===== config.mk =====
export PLATFORM = sky130hd
export DESIGN_NAME = stall_stats
export DESIGN_NICKNAME = d
export VERILOG_FILES = /design/src/rtl/stall_stats_pkg.sv /design/src/rtl/stall_episode_tracker.sv /design/src/rtl/stall_counter_bank.sv /design/src/rtl/stall_stats.sv
export SDC_FILE = /design/constraint.sdc
export NUM_CORES = 2
export LEC_CHECK = 0
export ABC_AREA = 1
export BUFFER_PORTS_ARGS = -buffer_cell sky130_fd_sc_hd__buf_4
export CAP_MARGIN = 30
export CELL_PAD_IN_SITES_DETAIL_PLACEMENT = 2
export CELL_PAD_IN_SITES_GLOBAL_PLACEMENT = 2
export CORE_ASPECT_RATIO = 1.5
export CORE_UTILIZATION = 35
export DETAILED_ROUTE_END_ITERATION = 8
export HOLD_SLACK_MARGIN = 0.06
export PLACE_DENSITY_LB_ADDON = 0.1
export SYNTH_ARGS = -nofsm -noshare
export SYNTH_HDL_FRONTEND = slang
export SYNTH_SLANG_ARGS = --single-unit

===== constraint.sdc =====
create_clock -name clk -period 2.8 [get_ports clk]
set_clock_uncertainty 0.2 [all_clocks]
set_input_delay 0.56 -clock clk [delete_from_list [all_inputs] [get_ports clk]]
set_output_delay 0.56 -clock clk [all_outputs]
set_load 0.005 [all_outputs]

===== src/rtl/stall_stats_pkg.sv =====
package stall_stats_pkg;

    localparam int HIST_BINS  = 16;
    localparam int BIN_W      = $clog2(HIST_BINS);
    localparam int N_CAUSES   = 2;
    localparam int TOT_BASE   = N_CAUSES * HIST_BINS;
    localparam int RD_ADDR_W  = $clog2(TOT_BASE + N_CAUSES);

    typedef enum logic {
        CAUSE_DEP = 1'b0,
        CAUSE_MEM = 1'b1
    } stall_cause_e;

    typedef struct packed {
        logic             valid;
        stall_cause_e     cause;
        logic [BIN_W-1:0] bin;
    } episode_evt_t;

endpackage


===== src/rtl/stall_episode_tracker.sv =====
module stall_episode_tracker
    import stall_stats_pkg::*;
(
    input  logic         clk,
    input  logic         rst,
    input  logic         clear_i,
    input  logic         stall_i,
    input  stall_cause_e cause_i,
    output episode_evt_t evt_o,
    output logic         cyc_valid_o,
    output stall_cause_e cyc_cause_o
);

    localparam logic [BIN_W-1:0] LEN_CAP = BIN_W'(HIST_BINS - 1);

    logic             active_q;
    stall_cause_e     cause_q;
    logic [BIN_W-1:0] len_q;

    always_ff @(posedge clk) begin
        if (rst || clear_i) begin
            active_q <= 1'b0;
            cause_q  <= CAUSE_DEP;
            len_q    <= '0;
        end else if (stall_i) begin
            if (!active_q) begin
                active_q <= 1'b1;
                cause_q  <= cause_i;
                len_q    <= BIN_W'(1);
            end else if (len_q != LEN_CAP) begin
                len_q <= len_q + BIN_W'(1);
            end
        end else begin
            active_q <= 1'b0;
            len_q    <= '0;
        end
    end

    always_comb begin
        evt_o.valid = active_q && !stall_i && !clear_i;
        evt_o.cause = cause_q;
        evt_o.bin   = len_q;
        cyc_valid_o = stall_i && !clear_i;
        cyc_cause_o = active_q ? cause_q : cause_i;
    end

    AST_ACTIVE_HAS_LENGTH: assert property (@(posedge clk) disable iff (rst)
        active_q |-> (len_q != '0));

    AST_CAUSE_HELD: assert property (@(posedge clk) disable iff (rst)
        (active_q && stall_i && !clear_i) |=> (cause_q == $past(cause_q)));

    AST_EVENT_AFTER_STALL: assert property (@(posedge clk) disable iff (rst)
        evt_o.valid |-> $past(stall_i));

endmodule


===== src/rtl/stall_counter_bank.sv =====
module stall_counter_bank
    import stall_stats_pkg::*;
#(
    parameter int CNT_W = 16
) (
    input  logic                                  clk,
    input  logic                                  rst,
    input  logic                                  clear_i,
    input  episode_evt_t                          evt_i,
    input  logic                                  cyc_valid_i,
    input  stall_cause_e                          cyc_cause_i,
    output logic [TOT_BASE-1:0][CNT_W-1:0]        hist_o,
    output logic [N_CAUSES-1:0][CNT_W-1:0]        tot_o
);

    localparam logic [CNT_W-1:0] CNT_MAX = {CNT_W{1'b1}};

    for (genvar c = 0; c < N_CAUSES; c++) begin : g_cause
        for (genvar b = 0; b < HIST_BINS; b++) begin : g_bin
            logic hit;
            assign hit = evt_i.valid && (evt_i.cause == stall_cause_e'(c))
                         && (evt_i.bin == BIN_W'(b));
            always_ff @(posedge clk) begin
                if (rst || clear_i)
                    hist_o[c*HIST_BINS+b] <= '0;
                else if (hit && hist_o[c*HIST_BINS+b] != CNT_MAX)
                    hist_o[c*HIST_BINS+b] <= hist_o[c*HIST_BINS+b] + CNT_W'(1);
            end
        end

        always_ff @(posedge clk) begin
            if (rst || clear_i)
                tot_o[c] <= '0;
            else if (cyc_valid_i && cyc_cause_i == stall_cause_e'(c) && tot_o[c] != CNT_MAX)
                tot_o[c] <= tot_o[c] + CNT_W'(1);
        end

        AST_NO_WRAP_TOTAL: assert property (@(posedge clk) disable iff (rst)
            !clear_i |=> (tot_o[c] >= $past(tot_o[c])));

        AST_CLEAR_EMPTIES_TOTAL: assert property (@(posedge clk) disable iff (rst)
            clear_i |=> (tot_o[c] == '0));

        AST_BIN_ZERO_UNUSED: assert property (@(posedge clk) disable iff (rst)
            !clear_i |=> (hist_o[c*HIST_BINS] == '0));
    end

endmodule


===== src/rtl/stall_stats.sv =====
module stall_stats
    import stall_stats_pkg::*;
#(
    parameter int CNT_W = 16
) (
    input  logic                 clk,
    input  logic                 rst,
    input  logic                 clear_i,
    input  logic                 stall_i,
    input  logic                 stall_mem_i,
    input  logic [RD_ADDR_W-1:0] rd_addr_i,
    output logic [CNT_W-1:0]     rd_data_o
);

    episode_evt_t                   evt;
    logic                           cyc_valid;
    stall_cause_e                   cyc_cause;
    logic [TOT_BASE-1:0][CNT_W-1:0] hist;
    logic [N_CAUSES-1:0][CNT_W-1:0] tot;

    stall_episode_tracker u_tracker (
        .clk        (clk),
        .rst        (rst),
        .clear_i    (clear_i),
        .stall_i    (stall_i),
        .cause_i    (stall_cause_e'(stall_mem_i)),
        .evt_o      (evt),
        .cyc_valid_o(cyc_valid),
        .cyc_cause_o(cyc_cause)
    );

    stall_counter_bank #(.CNT_W(CNT_W)) u_bank (
        .clk        (clk),
        .rst        (rst),
        .clear_i    (clear_i),
        .evt_i      (evt),
        .cyc_valid_i(cyc_valid),
        .cyc_cause_i(cyc_cause),
        .hist_o     (hist),
        .tot_o      (tot)
    );

    always_comb begin
        rd_data_o = '0;
        if (int'(rd_addr_i) < TOT_BASE)
            rd_data_o = hist[rd_addr_i[BIN_W:0]];
        else if (int'(rd_addr_i) == TOT_BASE)
            rd_data_o = tot[0];
        else if (int'(rd_addr_i) == TOT_BASE + 1)
            rd_data_o = tot[1];
    end

    AST_STALL_REACHES_TOTAL: assert property (@(posedge clk) disable iff (rst)
        (stall_i && !clear_i && tot[0] != '1 && tot[1] != '1)
        |=> (tot[0] + tot[1] != $past(tot[0] + tot[1])));

endmodule


==> flow_summary.toml <==
[critical_path]
rrSetupSlack_ns = 0.10
crit_arrival_ns = 2.41
critPathLaunchType = "input pin"
crit_slowest_cell = "clkinvlp_4"
startpoint = "rd_addr_i[0]"
cp_max_fo = 7
r2r_end = "u_bank.hist_o[230]"
ff2ff_path_depth = 8
r2r-start = "u_tracker.len_q[2]"
crit_chain = "clkbuf_16, buf_16, nor2_4, clkinvlp_4, buf_4, nor2_2, nor2_1, nand3_2, nand3_2, nand2_4, nand3_4, nand2_2, buf_4"
worstSetupPathType = "in -> out"
required_ns = 2.04
max_stage_delay_ns = 0.27
worstSetupEndpoint = "rd_data_o[13]"
endpoint_kind = "output pin"

[clocking]
htreeDepth = 3
cts_buffer_depth = 3
cts_made_buffers = 69
cts-root-buf = "clkbuf_16"
clkSlewWorstSetupHoldPaths_ns = 0.06
cts_tree = "done"
cts.sinks = 550
clock_latency_ns = 0.67

[routing]
vias_per_cell = 5.47
totalWireLength_um = 176000
antenna_left = 0
vias = 42600
route.detailed.drc = 0
drt-initial-drc-count = 1709
drt_pass1_iterations = 7
wire_per_inst_um = 22.7

[final_layout]
antennaDiodeCount = 0
drive_above_1_share_pct = 13.0
area_delta_synth_final_pct = 21.1
fin_util_pct = 42.7
fill_cells = 12900
seqCellArea_um2 = 11100
nets = 6382
multi_input_area_um2 = 23300

[synthesis]
mappedNetlistArea_um2 = 36700
yosysTopAreaCell = "dfxtp_1"
synthTopCellsByArea = "dfxtp_1 (30%), nand2_1 (23%), a21oi_1 (7.1%)"
synth_cells = 6155
ys_seq_elements = 550
yosysSeqAreaShare_pct = 30.0
synth.distinct_cells = 46
yosys_warnings = 0
syn_area_per_cell_um2 = 5.97
ys.flop_type = "dfxtp_1"
synthArstFlopShare_pct = 0
synth_edf_count = 0
synth_nets = 6204
synth_top_area_share_pct = 30.0

[timing]
maxSlewHeadroom_pct = 31.0
holdWs_ns = 0.128
fin_ws_ns = -0.365
finalSetupViolCount = 16
rsz0062_at_grt = "yes"
fmax_mhz = 316
tightest_slew_ns = 1.03
finalCritPeriodShare_pct = 113
hold_violations = 0
fin_crit_ns = 3.17
slew_violations = 0

[placed_design]
place.port_buffers = 26
place_congestion = 0.904
dpl.hpwl_um = 129000
post-place-ws_ns = -0.669

[floorplanning]
core_area_um2 = 104000
die_w_um = 266
initial_core_util_pct = 35.3
pin_count = 27
dieArea_um2 = 106000
num_rows = 145
die_y_um = 399

[status]
outcome = "finished, violations left"
violations = "negative setup slack"

[min_path]
min_path_type = "in -> reg"
hp-start = "stall_i"

[pwr]
power_density_nw_per_um2 = 433
swShare_pct = 26.2
p_int_mw = 14.2
p_comb_share_pct = 7.8
cellLeakagePower_nw = 16.0
clock_power_share_pct = 51.6
p_switching_mw = 5.05
peakVddDrop_mv = 0.473
seq_power_share_pct = 40.6

[grt]
grt_pass1_vias = 46700
grt_max_degree = 79
overflow = 0
track_usage_pct = 32.2
grt_pass1_wl_um = 266000
antenna_found_initial = 0

[run]
cap_violations = 0
## sequential cells by signal, summed over array words and instances (netlist names)
name                count
u_bank.hist_o         512
u_bank.tot_o           32
u_tracker.active_q      1
u_tracker.cause_q       1
u_tracker.len_q         4
## metrics by stage
step                      TNS (ns)  total power, mW  cells  cell area [um2]
after floorplan                  0             8.56   6155            36700
after global placement       -7.18             9.14   7606            40100
after detailed placement     -7.29             9.16   7606            40100
after CTS                    -3.09             19.3   7771            43900
after global routing         -5.31             19.8   7785            44500
final                        -4.68             19.3   7785            44500
## routing by layer
metal,vias to the layer above,wire (um),track usage [%]
li1,20000,-,-
met1,21400,65500,32.7
met2,748,94400,62.1
met3,408,5470,3.72
met4,0,11000,19.5
met5,-,0,0
## cells by family after synthesis
| logic type | synth area share [%] |
|---|---|
| flip-flops | 30.0 |
| AND/OR/NAND/NOR | 42.5 |
| XOR/XNOR | 7.13 |
| AO/OA/AOI/OAI | 9.98 |
| buffers and inverters | 9.13 |
| adder cells (fa/ha/maj) | 1.29 |
## power by group through the flow
stage | clock (mW) | combinational, mW | sequential [mW]
floorplan | 0 | 0.554 | 8.00
global placement | 0 | 1.13 | 8.01
detailed placement | 0 | 1.15 | 8.01
CTS | 10.1 | 1.37 | 7.83
global route | 10.4 | 1.55 | 7.82
finish | 9.93 | 1.50 | 7.83
## final cells by class
type	count	area share [%]
multi-input combinational	4799	52.3
sequential	550	24.9
timing repair buffer	366	8.64
clock buffer	106	4.72
inverter	547	4.69
tap	1396	3.93
clock inverter	21	0.791
## worst max-delay path: cells and delay by family
| kind | cells | cell delay (ns) |
|---|---|---|
| AND/OR/NAND/NOR | 8 | 0.92 |
| buffers and inverters | 5 | 0.92 |
## worst min-delay path by stage
stage                                     to  depth (start not counted)
final                      u_tracker.cause_q                          5
after floorplan            u_bank.hist_o[73]                          2
after global routing       u_tracker.cause_q                          4
after global placement    u_bank.hist_o[191]                          2
after detailed placement    u_bank.tot_o[29]                          2
after CTS                  u_tracker.cause_q                          5
## cell usage in the layout (no fill, tap or decap), drive strengths merged
cell and instances:
nand3b 3, a21boi 1, nor2 612, xor2 260
and3 1, dfxtp 550, and3b 1, nand2 2275
xnor2 39, and2 5, bufinv 7, inv 536
o21bai 4, buf 352, ha 38, o211ai 17
nand4 123, o21ai 161, clkbuf 112, clkinv 23
bufbuf 6, nor3b 6, or2 3, clkinvlp 2
a21oi 528, nand3 490, a31oi 1, nor3 231
dlygate4sd3 2
## Yosys cell counts, types with 4 or more instances
| cell type | n |
|---|---|
| o211ai_1 | 17 |
| a21oi_2 | 9 |
| clkinv_1 | 7 |
| nor3b_1 | 6 |
| nand3_1 | 488 |
| o21ai_0 | 155 |
| buf_1 | 23 |
| inv_1 | 514 |
| clkbuf_2 | 11 |
| nand2_1 | 2247 |
| xnor2_1 | 39 |
| nand2_2 | 28 |
| o21ai_1 | 4 |
| nand4_1 | 123 |
| nor2_2 | 10 |
| inv_2 | 23 |
| a21oi_1 | 519 |
| nor2_4 | 6 |
| buf_6 | 8 |
| nor3_2 | 8 |
| dfxtp_1 | 550 |
| buf_2 | 79 |
| nor2_1 | 595 |
| nor3_1 | 219 |
| buf_4 | 34 |
| xor2_1 | 260 |
| ha_1 | 38 |
| nor3_4 | 4 |
| clkbuf_1 | 102 |
## what timing repair did
| item | 4_1_cts | 5_1_grt |
|---|---|---|
| hold buffers | 2 | 0 |
| buffers inserted | 28 | 9 |
| resized for setup | 264 | 97 |
| gates cloned | 10 | 5 |
| endpoints found under the hold margin | 3 | 0 |
| setup endpoints to repair | 16 | 18 |
| pin swaps | 56 | 52 |
No activity file was read; power rests on OpenSTA's default activity.
